<file path="config.mk">
export PLATFORM = sky130hd
export DESIGN_NAME = ccadc_seq
export DESIGN_NICKNAME = d
export VERILOG_FILES = /design/src/rtl/ccadc_pkg.sv /design/src/rtl/ccadc_sync.sv /design/src/rtl/ccadc_tick.sv /design/src/rtl/ccadc_arith.sv /design/src/rtl/ccadc_seq.sv
export SDC_FILE = /design/constraint.sdc
export NUM_CORES = 1
export LEC_CHECK = 0
export ABC_CLOCK_PERIOD_IN_PS = 3100
export BUFFER_PORTS_ARGS = -buffer_cell sky130_fd_sc_hd__buf_4
export CAP_MARGIN = 20
export CELL_PAD_IN_SITES_DETAIL_PLACEMENT = 0
export CELL_PAD_IN_SITES_GLOBAL_PLACEMENT = 1
export CORE_MARGIN = 2
export CORE_UTILIZATION = 49
export DETAILED_ROUTE_END_ITERATION = 16
export GPL_TIMING_DRIVEN = 0
export PLACE_DENSITY = 0.81
export RECOVER_POWER = 100
export REMOVE_ABC_BUFFERS = 1
export SYNTH_ARGS = -nofsm -noshare
export SYNTH_HDL_FRONTEND = slang
export SYNTH_SLANG_ARGS = --single-unit
</file>
<file path="constraint.sdc">
create_clock -name clk -period 3.1 [get_ports clk]
set_input_delay 0.155 -clock clk [delete_from_list [all_inputs] [get_ports clk]]
set_output_delay 0.155 -clock clk [all_outputs]
set_load 0.02 [all_outputs]
</file>
<file path="src/rtl/ccadc_pkg.sv">
package ccadc_pkg;

    typedef enum logic [2:0] {
        ST_IDLE,
        ST_SETTLE,
        ST_REF,
        ST_GAP,
        ST_IN,
        ST_CALC
    } seq_st_e;

    typedef enum logic [1:0] {
        AR_IDLE,
        AR_MUL,
        AR_DIV
    } ar_st_e;

endpackage

</file>
<file path="src/rtl/ccadc_sync.sv">
module ccadc_sync #(
    parameter int STAGES = 2
) (
    input  logic clk,
    input  logic rst_n,
    input  logic d_i,
    output logic q_o
);
    logic [STAGES-1:0] sh_d, sh_q;

    generate
        if (STAGES == 1) begin : g_one
            always_comb sh_d = d_i;
        end else begin : g_many
            always_comb sh_d = {sh_q[STAGES-2:0], d_i};
        end
    endgenerate

    always_ff @(posedge clk or negedge rst_n) begin
        if (!rst_n) sh_q <= '0;
        else        sh_q <= sh_d;
    end

    assign q_o = sh_q[STAGES-1];
endmodule

</file>
<file path="src/rtl/ccadc_tick.sv">
module ccadc_tick #(
    parameter int DIV = 8
) (
    input  logic clk,
    input  logic rst_n,
    input  logic en_i,
    output logic tick_o
);
    localparam int PW = (DIV > 1) ? $clog2(DIV) : 1;

    logic [PW-1:0] pre_d, pre_q;

    always_comb begin
        if (!en_i)                         pre_d = '0;
        else if (pre_q == PW'(DIV - 1))    pre_d = '0;
        else                               pre_d = pre_q + PW'(1);
    end

    always_ff @(posedge clk or negedge rst_n) begin
        if (!rst_n) pre_q <= '0;
        else        pre_q <= pre_d;
    end

    assign tick_o = en_i && (pre_q == PW'(DIV - 1));
endmodule

</file>
<file path="src/rtl/ccadc_arith.sv">
module ccadc_arith import ccadc_pkg::*; #(
    parameter int A_W = 9,
    parameter int B_W = 8,
    parameter int D_W = 9
) (
    input  logic               clk,
    input  logic               rst_n,
    input  logic               go_i,
    input  logic [A_W-1:0]     a_i,
    input  logic [B_W-1:0]     b_i,
    input  logic [D_W-1:0]     dvs_i,
    output logic               done_o,
    output logic [A_W+B_W-1:0] quo_o
);
    localparam int P_W  = A_W + B_W;
    localparam int IT_W = $clog2(P_W + 1);

    typedef struct packed {
        ar_st_e          st;
        logic [IT_W-1:0] it;
        logic [P_W-1:0]  mc;
        logic [A_W-1:0]  mp;
        logic [P_W-1:0]  acc;
        logic [D_W-1:0]  dvs;
        logic [D_W-1:0]  rem;
        logic [P_W-1:0]  quo;
        logic            done;
    } ar_t;

    ar_t q, n;
    logic [D_W:0]   trial, diff;
    logic           ge;
    logic [P_W-1:0] acc_add;

    always_comb begin
        n      = q;
        n.done = 1'b0;
        trial  = {q.rem, q.quo[P_W-1]};
        diff   = trial - {1'b0, q.dvs};
        ge     = trial >= {1'b0, q.dvs};
        acc_add = q.mp[0] ? (q.acc + q.mc) : q.acc;
        case (q.st)
            AR_IDLE: begin
                if (go_i) begin
                    n.st  = AR_MUL;
                    n.it  = '0;
                    n.mc  = P_W'(b_i);
                    n.mp  = a_i;
                    n.acc = '0;
                    n.dvs = dvs_i;
                end
            end
            AR_MUL: begin
                n.acc = acc_add;
                n.mc  = {q.mc[P_W-2:0], 1'b0};
                n.mp  = {1'b0, q.mp[A_W-1:1]};
                n.it  = q.it + IT_W'(1);
                if (q.it == IT_W'(A_W - 1)) begin
                    n.st  = AR_DIV;
                    n.it  = '0;
                    n.quo = acc_add;
                    n.rem = '0;
                end
            end
            AR_DIV: begin
                n.rem = ge ? diff[D_W-1:0] : trial[D_W-1:0];
                n.quo = {q.quo[P_W-2:0], ge};
                n.it  = q.it + IT_W'(1);
                if (q.it == IT_W'(P_W - 1)) begin
                    n.st   = AR_IDLE;
                    n.done = 1'b1;
                end
            end
            default: n.st = AR_IDLE;
        endcase
    end

    always_ff @(posedge clk or negedge rst_n) begin
        if (!rst_n) begin
            q    <= '0;
            q.st <= AR_IDLE;
        end else begin
            q <= n;
        end
    end

    assign done_o = q.done;
    assign quo_o  = q.quo;
endmodule

</file>
<file path="src/rtl/ccadc_seq.sv">
module ccadc_seq import ccadc_pkg::*; #(
    parameter int RES_W       = 8,
    parameter int PRESC       = 8,
    parameter int SETTLE_CYC  = 32,
    parameter int GAP_CYC     = 24,
    parameter int SYNC_STAGES = 2,
    parameter int VCAL_RST    = 100
) (
    input  logic             clk,
    input  logic             rst_n,
    input  logic             start_i,
    input  logic             cal_i,
    input  logic             cmp_i,
    output logic             dis_o,
    output logic             ref_en_o,
    output logic             chg_o,
    output logic             busy_o,
    output logic             done_o,
    output logic [RES_W-1:0] result_o,
    output logic             over_o,
    output logic [RES_W-1:0] vcal_o,
    output logic [RES_W-1:0] led_n_o,
    output logic             led_msb_o
);
    localparam int TIN_W    = RES_W + 1;
    localparam int CNT_W    = RES_W + 2;
    localparam int P_W      = TIN_W + RES_W;
    localparam int TREF_LIM = 1 << RES_W;
    localparam int TIN_LIM  = 1 << TIN_W;
    localparam int CAL_K    = 1 << (RES_W - 1);
    localparam int DLY_MAX  = (SETTLE_CYC > GAP_CYC) ? SETTLE_CYC : GAP_CYC;
    localparam int DLY_W    = $clog2(DLY_MAX + 1);

    typedef struct packed {
        seq_st_e          st;
        logic [DLY_W-1:0] dly;
        logic [CNT_W-1:0] cnt;
        logic [RES_W-1:0] tref;
        logic [TIN_W-1:0] tin;
        logic             over;
        logic             cal;
        logic [RES_W-1:0] vcal;
        logic [RES_W-1:0] res;
        logic             done;
        logic             go;
    } seq_t;

    seq_t q, n;

    logic             cmp_s, tick, in_phase;
    logic             ar_done;
    logic [P_W-1:0]   quo;
    logic [TIN_W-1:0] op_a, op_dvs;
    logic [RES_W-1:0] op_b, res_val;
    logic             sat;

    ccadc_sync #(.STAGES(SYNC_STAGES)) u_sync (
        .clk(clk), .rst_n(rst_n), .d_i(cmp_i), .q_o(cmp_s)
    );

    assign in_phase = (q.st == ST_REF) || (q.st == ST_IN);

    ccadc_tick #(.DIV(PRESC)) u_tick (
        .clk(clk), .rst_n(rst_n), .en_i(in_phase), .tick_o(tick)
    );

    assign op_a   = q.cal ? TIN_W'(q.tref) : q.tin;
    assign op_b   = q.cal ? RES_W'(CAL_K) : q.vcal;
    assign op_dvs = q.cal ? q.tin : TIN_W'(q.tref);

    ccadc_arith #(.A_W(TIN_W), .B_W(RES_W), .D_W(TIN_W)) u_arith (
        .clk(clk), .rst_n(rst_n), .go_i(q.go),
        .a_i(op_a), .b_i(op_b), .dvs_i(op_dvs),
        .done_o(ar_done), .quo_o(quo)
    );

    assign sat     = q.over || (op_dvs == '0) || (|quo[P_W-1:RES_W]);
    assign res_val = sat ? '1 : quo[RES_W-1:0];

    always_comb begin
        n      = q;
        n.done = 1'b0;
        n.go   = 1'b0;
        n.cnt  = in_phase ? (q.cnt + {{(CNT_W-1){1'b0}}, tick}) : '0;
        case (q.st)
            ST_IDLE: begin
                n.dly = '0;
                if (start_i) begin
                    n.st   = ST_SETTLE;
                    n.cal  = cal_i;
                    n.over = 1'b0;
                end
            end
            ST_SETTLE: begin
                n.dly = q.dly + DLY_W'(1);
                if (q.dly == DLY_W'(SETTLE_CYC - 1)) n.st = ST_REF;
            end
            ST_REF: begin
                n.dly = '0;
                if (cmp_s) begin
                    n.tref = q.cnt[RES_W-1:0];
                    n.st   = ST_GAP;
                end else if (q.cnt == CNT_W'(TREF_LIM)) begin
                    n.tref = '0;
                    n.st   = ST_GAP;
                end
            end
            ST_GAP: begin
                n.dly = q.dly + DLY_W'(1);
                if (q.dly == DLY_W'(GAP_CYC - 1)) n.st = ST_IN;
            end
            ST_IN: begin
                if (cmp_s) begin
                    n.tin  = q.cnt[TIN_W-1:0];
                    n.over = 1'b0;
                    n.st   = ST_CALC;
                    n.go   = 1'b1;
                end else if (q.cnt == CNT_W'(TIN_LIM)) begin
                    n.tin  = '0;
                    n.over = 1'b1;
                    n.st   = ST_CALC;
                    n.go   = 1'b1;
                end
            end
            ST_CALC: begin
                if (ar_done) begin
                    n.res  = res_val;
                    if (q.cal) n.vcal = res_val;
                    n.done = 1'b1;
                    n.st   = ST_IDLE;
                end
            end
            default: n.st = ST_IDLE;
        endcase
    end

    always_ff @(posedge clk or negedge rst_n) begin
        if (!rst_n) begin
            q      <= '0;
            q.st   <= ST_IDLE;
            q.vcal <= RES_W'(VCAL_RST);
        end else begin
            q <= n;
        end
    end

    assign chg_o     = in_phase;
    assign dis_o     = !in_phase;
    assign ref_en_o  = (q.st == ST_SETTLE) || (q.st == ST_REF);
    assign busy_o    = (q.st != ST_IDLE);
    assign done_o    = q.done;
    assign result_o  = q.res;
    assign over_o    = q.over;
    assign vcal_o    = q.vcal;
    assign led_n_o   = ~q.res;
    assign led_msb_o = q.res[RES_W-1];
endmodule

</file>
[Word-level counts from Yosys, hierarchy flattened]
Cells that the tools add are included.
Widths: inputs -> output; s select.
Word-level totals
  register bits: 147
  logic and storage cells: 125
  input port bits: 5
Cells by class
  reduce and logical (&&, ||, !) cells: 32
  equal/unequal tests: 23
  bitwise gates (word level): 1
  $lt $le $gt $ge: 1
  mux-type cells: 40
  $add $sub $neg: 6
Operator list (number)
  $pmux 43 s2: 1
  $mux 59: 1
  $pmux 26 s2: 1
  $mux 8: 4
  $mux 10: 3
  $mux 3: 10
  $mux 9: 3
  $mux 26: 1
  $pmux 3 s6: 1
  $add 17x17->17: 1
  $mux 17: 1
  $reduce_and 2->1: 8
  $pmux 5 s3: 1
  $eq 6x5->1 const B: 2
  $pmux 6 s2: 1
  $reduce_bool 2->1: 6
  $add 10x1->10: 1
  $eq 10x10->1 const B: 1
  $eq 10x9->1 const B: 1
  $ge 10x9->1: 1
  $eq 3x3->1 const B: 3
  $logic_not 9->1: 1
  $reduce_and 3->1: 3
  $reduce_or 9->1: 1
  other kinds (27): 46

[Depth between registers and ports, before layout]
Gate-level depths: netlist (run 1).
  word-level depth: 5
  mapped depth: 11

[Cells and area by module]
Synthesis (run 1) repeated with hierarchy kept, for this count alone.
Unflattened totals
  cell total of the unflattened synthesis: 861
  area total of the unflattened synthesis: 8364.3 µm²
Modules (own cells, without submodules)
  ccadc_arith: cells an instance 560, instances 1, area an instance 5188.7 µm², sequential area each 2152.1 µm²
  ccadc_seq: cells an instance 290, instances 1, area an instance 2990.4 µm², sequential area each 1405.1 µm²
  ccadc_tick: cells an instance 9, instances 1, area an instance 135.1 µm², sequential area each 75.1 µm²
  ccadc_sync: cells an instance 2, instances 1, area an instance 50.0 µm², sequential area each 50.0 µm²

[Least setup slack after synthesis (run 1)]
No wires, ideal clock.
  path kind: register -> register
  start point: register u_arith.q[36] (netlist bit)
  end point: register u_arith.q (netlist bit u_arith.quo_o[16])
  cell stages (with the launch flop): 11
  buffers on the path: 0
  library setup time: 0.069 ns
  required time: 3.031 ns
  data arrival time: 2.206 ns
  setup slack: 0.825 ns
  cells stage by stage: dfrtp_1 ha_1 inv_1 fa_1 nand2b_1 a21oi_2 a31oi_2 o21ai_1 mux2i_1 or4b_1 nand3_1
On the way
  longest elaborated chain between the ends: 4
RTL lines
  start, declared: line ccadc_arith.sv:30  | ar_t q, n;
  start signal, assigned: line ccadc_arith.sv:83  | q <= n;
  $add 17x17->17: line ccadc_arith.sv:41  | acc_add = q.mp[0] ? (q.acc + q.mc) : q.acc;
  $mux 17: line ccadc_arith.sv:41
  $mux 26: line ccadc_arith.sv:58  | if (q.it == IT_W'(A_W - 1)) begin
  $pmux 26 s2: line ccadc_arith.sv:42  | case (q.st)
Every way passes these cells. The select of a mux whose other input is x is not followed.
A chain may end at the register's enable or synchronous reset.

==> results of run 1 <==
power breakdown:
group	switching (mW)	internal (mW)	total (mW)
sequential	0.303	2.07	2.38
combinational	0.626	0.423	1.05
clock	0.789	1.29	2.07
final cells by class:
class / instances / area [um^2] / share of cell area, %
repair buffers: 42 / 254 / 2.87
well taps: 216 / 270 / 3.06
inverters: 40 / 150 / 1.70
flip-flops and latches: 147 / 3680 / 41.7
clock inverters: 9 / 133 / 1.50
multi-input cells: 571 / 3890 / 44.0
clock buffers: 23 / 458 / 5.18
cells in the mapped netlist, types with 10 or more instances:
library cell	count	share of area, %
dfrtp_1	144	45
nor2_1	66	3.1
nand2_1	60	2.8
a21oi_1	58	3.6
a22o_1	40	4.4
o21ai_0	39	2.4
inv_1	38	1.8
ha_1	36	5.7
clkbuf_1	27	1.3
mux2i_1	22	2.8
o22ai_1	20	1.6
nand3_1	19	1.2
buf_4	17	1.6
nor2b_1	16	1.3
xnor2_1	16	1.8
mux2_2	15	2.1
nand2b_1	12	0.94
xor2_1	12	1.3
a21o_1	11	1.0
a31oi_1	11	0.86
nor3_1	10	0.63
registers in the layout, indices dropped and copies added, names as in the netlist:
register        flops
u_sync.sh_q         2
u_tick.pre_q        3
done_o              1
u_arith.done_o      1
u_arith.q          68
q                  38
over_o              1
vcal_o              8
result_o            8
u_arith.quo_o      17
metrics by stage:
step / TNS [ps] / std cells
2_1_floorplan: 0 / 758
3_3_place_gp: -15950 / 1009
3_5_place_dp: -555 / 1013
4_1_cts: 0 / 1048
5_1_grt: 0 / 1048
6_report: 0 / 1048
repair_timing:
item / in CTS / in global routing
pin swaps: 0 / 0
hold endpoints to repair: 47 / 0
hold buffers: 3 / 0
resized for setup: 2 / 3
endpoints found under the setup margin: 7 / 11
layer usage:
| layer | up-vias | wire length [um] | GRT usage (%) |
|---|---|---|---|
| met5 | - | 0 | 0 |
| met4 | 0 | 263 | 7.13 |
| met3 | 25 | 649 | 4.40 |
| met2 | 125 | 8480 | 34.3 |
| met1 | 2954 | 8560 | 29.6 |
| li1 | 2948 | - | - |
kinds of logic (layout without fill, tap and decap cells):
kind of cell	count (synthesis)	in the layout	share of synthesized area [%]
AND/OR/NAND/NOR	220	220	13.3
adder cells (fa/ha/maj)	38	38	6.15
AO/OA/AOI/OAI	247	247	21.0
multiplexers	38	38	5.02
flip-flops	147	147	46.2
buffers and inverters	93	114	5.26
XOR/XNOR	28	28	3.08
how the worst max path moves through the flow:
stage	slack [ps]	startpoint	cells past startpoint	endpoint
after floorplan	300	u_arith.q[84]	8	u_arith.q[50]
after global placement	-880	u_arith.q[84]	8	u_arith.q[50]
after detailed placement	-210	u_arith.q[84]	8	u_arith.quo_o[5]
after CTS	100	u_arith.q[84]	6	u_arith.q[47]
after global routing	140	u_arith.q[84]	8	u_arith.quo_o[5]
final	370	q[55]	8	q[43]
worst max-delay path, stage by stage, from the launching register on:
cell,delay [ps]
dfrtp_1,710
nor2_1,240
a22oi_2,700
nor2b_1,110
ha_1,220
ha_1,240
nand3_1,120
xor2_1,160
nor2_1,60
==> results.md, run 1 <==
* Failing checks: capacitance limit, slew limit
* Global route overflow at 0
* Commonest non-fill, non-tap cell in the layout: dfrtp_1
* Cell area after layout at 8830 um^2
* DRT Wirelength at 18000 um
* Rel. slew slack at -42.3%
* Syn Area/Cell at 9.83 um^2
* Main flop type after synthesis: dfrtp_1
* Worst reg2reg path endpoint: q[43]
* Final Hold Viols at 0
* Layout Nets at 862
* Routability congestion estimate from global placement at 0.887
* Maximum root-to-sink buffer count at 2
* WS Path Type: register to register
* Core ar. at 15900 um^2
* First-pass GRT wire length at 30300 um
* Die Y at 132 um
* Post-place instance area at 8310 um^2
* Die area at 17300 um^2
* Slew Viols, Final at 46
* Hold Path Depth at 3
* Initial antenna violation count at 0
* CTS buffer count at 17
* Power Dens Cells at 622 nW/um^2
* Initial core utilization at 50.2%
* FF+latch count, synth at 147
* Sequential fraction of the synthesis area at 46.2%
* Reg-to-reg startpoint: q[55]
* Worst-Skew Late Latency at 430 ps
* Hold Crit Class: primary input to register
* Total GRT Usage at 21.6%
* Fillcell total at 1457
* P_leak at 3.97 nW
* Pwr Total at 5.50 mW
* CP Max Fanout at 20
* Hold_ws at 78.3 ps
* Max_cap viols at 1
* Hold EP: over_o
* # DRC at 0
* Maximum vdd drop at 0.581 mV
* Wire length per cell at 17.1 um
* Min-delay src: start_i
* R2R Setup Slk at 370 ps
* Layout cells sized above 1 at 8.05%
* Skew final at 12.9 ps
* Yosys warnings at 0
* Vias after detailed routing at 6052
* Clk slew on worst S/H paths at 60 ps
* Final worst path period need at 2730 ps
* Post-DP HPWL at 12600 um
* Most frequent cells in the layout: dfrtp_1, nor2_1, nand2_1
* ANT nets after route at 0
* Highest clock rate at 0.367 GHz
* CP endpoint kind: register
* Post-CTS setup buffer count at 0
* R2R depth at 8
* Pin count of the biggest net entering global routing at 103
* CTS tree: done
* Final period utilization at 87.9%
* Worst setup SP type: register
* Mapped Cells at 811
* Clock sinks at 147
* Data arrival, critical path at 3010 ps
* Least-Margin Pin Slew at 2140 ps
* Syn Std Cell Area at 7970 um^2
* Pre-CTS setup slack at -207 ps
* Vias in the first global route at 6025
* Vias per cell at 5.77
* Number of synthesized flops with an enable pin at 0
* RSZ-0062 raised after global routing: false
* CP required at 3390 ps
* First-pass detailed-route iteration total at 4
* Setup violators final at 0
* Status: complete, but fails checks
* Die width at 132 um
* CTS root buffer: clkbuf_16
* Post-layout util at 55.6%
* Distinct cells, synth at 69
* Port Buffers at 35
* Row cnt at 46
* Antenna diodes at 0
* Ys async rst share at 100%
* DR iter-0 viols at 318
* Ports at 36
* Area Growth Syn to Fin at 10.9%
* Final setup margin at 374 ps
* CTS H-tree lvls at 4
Power figures use the tool's default switching activity.
==> inputs of run 2 (changes only) <==
--- a/config.mk
+++ b/config.mk
@@ -5,7 +5,7 @@
 export SDC_FILE = /design/constraint.sdc
 export NUM_CORES = 1
 export LEC_CHECK = 0
-export ABC_CLOCK_PERIOD_IN_PS = 3100
+export ABC_CLOCK_PERIOD_IN_PS = 3000
 export BUFFER_PORTS_ARGS = -buffer_cell sky130_fd_sc_hd__buf_4
 export CAP_MARGIN = 20
 export CELL_PAD_IN_SITES_DETAIL_PLACEMENT = 0
==> constraint.sdc (replaced) <==
create_clock -name clk -period 3 [get_ports clk]
set_input_delay 0.15 -clock clk [delete_from_list [all_inputs] [get_ports clk]]
set_output_delay 0.15 -clock clk [all_outputs]
set_load 0.02 [all_outputs]
==> run 2 against run 1 <==
Net effect:
- register-to-register slack lost 100 ps
- flip-flop and latch count is the same
- maximum frequency is essentially flat
- the run still ends with capacitance limit, slew limit left
- global-route usage is essentially flat
- count of clock-buffer cells in the layout is the same
- critical endpoint unchanged
==> results.md, run 2 (synthesis gave the netlist of run 1 again) <==
* Vias after detailed routing at 6059 (+0.12%)
* # DRC at 0 (unchanged)
* CTS tree: done
* Failing checks: capacitance limit, slew limit
* Post-DP HPWL at 12600 um (unchanged)
* First-pass GRT wire length at 30300 um (+0.14%)
* Slew Viols, Final at 46 (unchanged)
* Global route overflow at 0 (unchanged)
* CTS root buffer: clkbuf_16
* Maximum vdd drop at 0.601 mV (+3.3%)
* Largest register FFs at 68 (unchanged)
* Initial antenna violation count at 0 (unchanged)
* DRT Wirelength at 17900 um (about the same)
* Rel. slew slack at -42.5% (-0.17 points)
* Power Dens Cells at 643 nW/um^2 (+3.3%)
* DR iter-0 viols at 323 (+1.6%)
* Slowest CP cell: dfrtp_1
* Clock sinks at 147 (unchanged)
* CTS buffer count at 17 (unchanged)
* Post-layout util at 55.6% (unchanged)
* CP max stage delay at 710 ps (about the same)
* Commonest non-fill, non-tap cell in the layout: dfrtp_1
* Die width at 132 um (unchanged)
* First-pass detailed-route iteration total at 4 (unchanged)
* CP required at 3290 ps (-100 ps)
* Multi-input gate area at 3890 um^2 (unchanged)
* Highest clock rate at 0.367 GHz (about the same)
* Worst-Skew Late Latency at 430 ps (about the same)
* Die area at 17300 um^2 (unchanged)
* Worst setup SP type: register
* WS Path Type: register to register
* Pin count of the biggest net entering global routing at 103 (unchanged)
* Port Buffers at 35 (unchanged)
* Maximum root-to-sink buffer count at 2 (unchanged)
* Final period utilization at 90.9% (+2.9 points)
* Data arrival, critical path at 3010 ps (about the same)
* CP endpoint kind: register
* Cell area after layout at 8830 um^2 (unchanged)
* Initial core utilization at 50.2% (unchanged)
* RSZ-0062 raised after global routing: false
* Hold Crit Class: primary input to register
* Reg area at 3680 um^2 (unchanged)
* Setup violators final at 0 (unchanged)
* Largest Register: u_arith.q
* Status: complete, but fails checks
* P_leak at 3.97 nW (about the same)
* Pwr Total at 5.68 mW (+3.3%)
* Layout Nets at 862 (unchanged)
* Sequential Power Share at 43.2% (about the same)
* Pint at 3.91 mW (+3.3%)
* Die Y at 132 um (unchanged)
* Post-place instance area at 8310 um^2 (unchanged)
* Max_cap viols at 1 (unchanged)
* Final Hold Viols at 0 (unchanged)
* ANT nets after route at 0 (unchanged)
* Sw Ratio at 31.3% (about the same)
* Fillcell total at 1457 (unchanged)
* Most frequent cells in the layout: dfrtp_1, nor2_1, nand2_1
* Wire length per cell at 17.1 um (about the same)
* Vias per cell at 5.78 (+0.12%)
* R2R Setup Slk at 270 ps (-100 ps)
* Gate power share at 19.1% (about the same)
* Skew final at 12.7 ps (-0.188 ps)
* Clock network power share at 37.7% (about the same)
* Routability congestion estimate from global placement at 0.887 (unchanged)
* Cell Chain, Critical Path: nor2_1 > a22oi_2 > nor2b_1 > ha_1 > ha_1 > nand3_1 > xor2_1 > nor2_1
* P_sw at 1.78 mW (+3.4%)
* Antenna diodes at 0 (unchanged)
* Hold_ws at 73.3 ps (-4.91 ps)
* Vias in the first global route at 6027 (+0.033%)
* Final setup margin at 274 ps (-100 ps)
* Area Growth Syn to Fin at 10.9% (unchanged)
* Ports at 36 (unchanged)
* Core ar. at 15900 um^2 (unchanged)
* CTS H-tree lvls at 4 (unchanged)
* Layout cells sized above 1 at 8.05% (unchanged)
* Row cnt at 46 (unchanged)
* CP Max Fanout at 20 (unchanged)
* Least-Margin Pin Slew at 2140 ps (+2.55 ps)
* Total GRT Usage at 21.6% (+0.025 points)
* Clk slew on worst S/H paths at 60 ps (about the same)
* Final worst path period need at 2730 ps (-0.0380 ps)
* Pre-CTS setup slack at -307 ps (-100 ps)
## run 2: changes by cell type in the layout (fill, tap and decap cells not counted)
cell      delta
o311ai_0     -1
o311ai_1     +1
## run 2: worst paths after layout
kind,start,end,cells past startpoint
setup / recovery,q[55],q[43],8
hold reg to reg,u_sync.sh_q[0],u_sync.sh_q[1],0
min in group asynchronous,rst_n,u_arith.q[22],2
setup reg to reg,q[55],q[43],8
max in group asynchronous,rst_n,vcal_o[5],3
hold / removal,start_i,over_o,3
## run 2: final cells by class
cell class                 count  area share (%)
clock inverter                 9            1.50
sequential                   147            41.7
inverter                      40            1.70
tap                          216            3.06
timing repair buffer          42            2.87
multi-input combinational    571            44.0
clock buffer                  23            5.18
## run 2: per-stage QoR
stage,std cells,setup TNS [ps]
after floorplan,758,0
after global placement,1009,-20920
after detailed placement,1013,-1430
after CTS,1048,0
after global routing,1048,0
final,1048,0
## run 2: power groups by stage
stage	combinational (mW)	clock, mW	sequential, mW
2_1_floorplan	0.790	0	2.39
3_3_place_gp	1.06	0	2.47
3_5_place_dp	1.11	0	2.48
4_1_cts	1.12	2.18	2.45
5_1_grt	1.22	2.27	2.49
6_report	1.08	2.14	2.45
## run 2: timing repair
action,in CTS,in global routing
hold endpoints to repair,47,0
setup buffers,0,0
hold buffers,3,0
gates resized for setup,3,2
setup endpoints to repair,16,12
## run 2: worst max-delay path, delay by kind of cell (launching register included)
family,cells,cell delay [ps]
XOR/XNOR,1,160
AND/OR/NAND/NOR,4,530
AO/OA/AOI/OAI,1,700
flip-flops,1,710
adder cells (fa/ha/maj),2,460
## run 2: metal layers
layer | vias to the layer above | GRT usage [%] | wire length [um] | share of wire [%]
met2 | 134 | 34.3 | 8490 | 47
met3 | 25 | 4.40 | 669 | 3.7
li1 | 2948 | - | - | -
met1 | 2952 | 29.7 | 8520 | 47
met5 | - | 0 | 0 | 0
met4 | 0 | 7.13 | 265 | 1.5
==> inputs of run 3 (changes only) <==
--- a/config.mk
+++ b/config.mk
@@ -10,7 +10,7 @@
 export CAP_MARGIN = 20
 export CELL_PAD_IN_SITES_DETAIL_PLACEMENT = 0
 export CELL_PAD_IN_SITES_GLOBAL_PLACEMENT = 1
-export CORE_MARGIN = 2
+export CORE_MARGIN = 5
 export CORE_UTILIZATION = 49
 export DETAILED_ROUTE_END_ITERATION = 16
 export GPL_TIMING_DRIVEN = 0
@@ -19,4 +19,5 @@
 export REMOVE_ABC_BUFFERS = 1
 export SYNTH_ARGS = -nofsm -noshare
 export SYNTH_HDL_FRONTEND = slang
+export SYNTH_HIERARCHICAL = 1
 export SYNTH_SLANG_ARGS = --single-unit
==> run 3 against run 2 <==
Net effect:
- worst hold slack gained 300 ps
- area after synthesis grew 5.0%
- utilization shrank 0.81 points
- power grew 7.8%
- via count grew 5.4%
- critical path type unchanged
- clock skew shrank 6.4 ps
- count of clock-buffer cells in the layout shrank 3
- the flow now finishes without violations
- sequential share of layout area shrank 1.3 points
- first-iteration DRC count grew 19%
- combinational power grew 25%
- synthesized cell count grew 6.2%
==> results.md, run 3 <==
* CP Max Fanout at 4 (-80%)
* Syn Std Cell Area at 8360 um^2 (+5.0%)
* Rel. slew slack at 7.85% (+50 points)
* Combinational family with the most area after synthesis: compound AO/OA/AOI/OAI gates
* Vias per cell at 5.90 (+2.0%)
* Post-DP HPWL at 13200 um (+5.4%)
* Clk slew on worst S/H paths at 60 ps (about the same)
* Least-Margin Pin Slew at 1380 ps (-755 ps)
* Setup TNS at 0 ps (unchanged)
* CP startpoint: u_arith/q[62]
* CP most frequent cell: mux2i_1
* DR iter-0 viols at 384 (+19%)
* Commonest non-fill, non-tap cell in the layout: dfrtp_1
* First-pass detailed-route iteration total at 5 (+1)
* WS Path Type: register to register
* Most frequent cells in the layout: dfrtp_1, nor2_1, nand2_1
* Max_cap viols at 0 (-1)
* Global route overflow at 0 (unchanged)
* Pwr Total at 6.12 mW (+7.8%)
* First-pass GRT wire length at 31600 um (+4.0%)
* Slew Viols, Final at 0 (-100%)
* Synth top cells by count: dfrtp_1, nor2_1, nand2_1
* # DRC at 0 (unchanged)
* Multi-input gate area at 4080 um^2 (+5.0%)
* Synth Area in Adders at 5.71% (-0.44 points)
* Final period utilization at 94.5% (+3.6 points)
* Syn Area/Cell at 9.71 um^2 (-1.1%)
* Post-synthesis mux area share at 6.43% (+1.4 points)
* Mapped Cells at 861 (+6.2%)
* Initial core utilization at 50.3% (+0.094 points)
* Skew final at 6.29 ps (-6.44 ps)
* Antenna diodes at 0 (unchanged)
* Main flop type after synthesis: dfrtp_1
* Total GRT Usage at 19.4% (-2.2 points)
* Die Y at 141 um (+6.9%)
* Setup violators final at 0 (unchanged)
* CTS root buffer: clkbuf_16
* Die area at 19800 um^2 (+14%)
* Reg-to-reg startpoint: u_arith/q[62]
* Area Growth Syn to Fin at 9.05%
* CTS H-tree lvls at 4 (unchanged)
* XOR/XNOR Fraction of Synth Area at 3.25% (+0.17 points)
* Largest Register: u_arith/q
* Initial antenna violation count at 0 (unchanged)
* Wire length per cell at 17.3 um (+1.2%)
* CP endpoint kind: register
* Status: completed
* Layout cells sized above 1 at 11.0% (+3.0 points)
* Hold Crit Class: register to register
* Pin count of the biggest net entering global routing at 98 (-4.9%)
* Yosys top cell by area: dfrtp_1
* ANT nets after route at 0 (unchanged)
* Area fraction in compound gates after synthesis at 19.6% (-1.5 points)
* Row cnt at 47 (+2.2%)
* Worst setup SP type: register
* Sequential fraction of the synthesis area at 44.0% (-2.2 points)
* CTS buffer count at 17 (unchanged)
* Bufs and invs on worst path at 2 (+2)
* Final Hold Viols at 0 (unchanged)
* Largest register FFs at 68 (unchanged)
* Number of synthesized flops with an enable pin at 0 (unchanged)
* Maximum vdd drop at 0.487 mV (-19%)
* Yosys warnings at 6 (+6)
* Power Dens Cells at 671 nW/um^2 (+4.4%)
* Simple-Gate Fraction of Synth Area at 14.0% (+0.73 points)
* Routability congestion estimate from global placement at 0.858 (-3.2%)
* Ports at 36 (unchanged)
* Distinct cells, synth at 76 (+10%)
* DRT Wirelength at 18800 um (+4.6%)
* P_leak at 4.22 nW (+6.3%)
* Crit path max-delay family: compound AO/OA/AOI/OAI gates
* CP max stage delay at 440 ps (-270 ps)
* Final worst path period need at 2830 ps (+109 ps)
* CP required at 3290 ps (about the same)
* FF+latch count, synth at 147 (unchanged)
* Die width at 141 um (+6.9%)
* Top post-synthesis cells by area: dfrtp_1, ha_1, mux2_2
* Min-delay src: u_sync/sh_q[0]
* Vias in the first global route at 6377 (+5.8%)
* Highest clock rate at 0.353 GHz (-3.8%)
* Core ar. at 16600 um^2 (+4.8%)
* Slowest CP cell: o41ai_1
* Ys async rst share at 100% (unchanged)
* Most common cell in the netlist: dfrtp_1
* Reg area at 3680 um^2 (about the same)
* Data arrival, critical path at 3130 ps (+120 ps)
* Post-synth top area share at 43.1% (-2.1 points)
* Vias after detailed routing at 6386 (+5.4%)
* CTS tree: done
* Cell Chain, Critical Path: ha_1 > inv_1 > fa_1 > nand2b_1 > a21oi_2 > a21oi_1 > o41ai_1 > mux2i_1 > buf_4 > mux2i_1 > o211ai_1
* Fillcell total at 1481 (+1.6%)
* Maximum root-to-sink buffer count at 2 (unchanged)
* Worst-Skew Late Latency at 420 ps (about the same)
* Layout Nets at 892 (+3.5%)
* Clock sinks at 147 (unchanged)
* Port Buffers at 35 (unchanged)
* RSZ-0062 raised after global routing: false
==> run 3: changes by cell type after synthesis, sizes merged, moves of 5 or more <==
cell / before / now
buf: 26 / 46
o22ai: 20 / 36
a21oi: 60 / 45
mux2: 16 / 30
a22o: 40 / 30
nand2: 60 / 68
a31oi: 13 / 20
a32oi: 2 / 9
a22oi: 6 / 1
nand2b: 12 / 7
==> run 3: area by class of cell <==
cell class | count | share of cell area, %
Clock buffer | 20 | 5.01
Clock inverter | 12 | 1.93
Inverter | 42 | 1.77
Multi-Input combinational cell | 597 | 44.7
Sequential cell | 147 | 40.4
Tap cell | 220 | 3.02
Timing Repair Buffer | 45 | 3.14
==> run 3: path summary, 6_finish.rpt <==
path / to / slack (ps) / depth (start not counted)
worst max-delay path: u_arith/quo_o[16] / 170 / 11
worst min-delay path: u_sync/sh_q[1] / 370 / 0
worst max register to register: u_arith/quo_o[16] / 170 / 11
worst min register to register: u_sync/sh_q[1] / 370 / 0
max in group asynchronous: q[55] / 1310 / 3
min in group asynchronous: u_arith/q[23] / 590 / 2
==> run 3: worst register-to-register path, cell delays in order (launching register included) <==
cell      delay, ps
dfrtp_1         390
ha_1            200
inv_1            60
fa_1            410
nand2b_1        200
a21oi_2         170
a21oi_1         150
o41ai_1         440
mux2i_1         240
buf_4           160
mux2i_1         180
o211ai_1        110
==> run 3: power breakdown <==
group | switching [mW] | internal, mW
clock | 0.818 | 1.44
sequential | 0.332 | 2.19
combinational | 0.809 | 0.540
total | 1.96 | 4.17
==> run 3: logic make-up after synthesis <==
logic type | after synthesis
muxes | 50
adders and majority gates | 37
and+or+nand+nor | 237
buffers and inverters | 117
xor gates and xnor gates | 31
DFF | 147
AOI/OAI and AO/OA | 242
==> run 3: per-layer routing <==
metal  vias to the layer above  track usage [%]  part of all wire, %
li1                       3074                -                    -
met1                      3149             27.3                   48
met2                       147             30.8                   47
met3                        16             3.66                  4.0
met4                         0             5.25                  1.0
met5                         -                0                    0
==> run 3: metrics by stage <==
stage	hold WS (ps)	area [um^2]	util [%]	worst slack [ps]	cells
6_report	375	9120	54.8	165	1083
3_3_place_gp	262	8470	50.9	-698	1041
5_1_grt	386	9120	54.8	33.5	1083
2_1_floorplan	-146	7930	-	280	786
3_5_place_dp	139	8550	51.4	-774	1045
4_1_cts	272	9240	55.5	36.1	1081
==> run 3: repair_timing <==
action / 4_1_cts / 5_1_grt
buffers inserted: 0 / 1
endpoints found under the setup margin: 34 / 10
resized for setup: 5 / 5
endpoints found under the hold margin: 51 / 0
hold buffers: 4 / 0
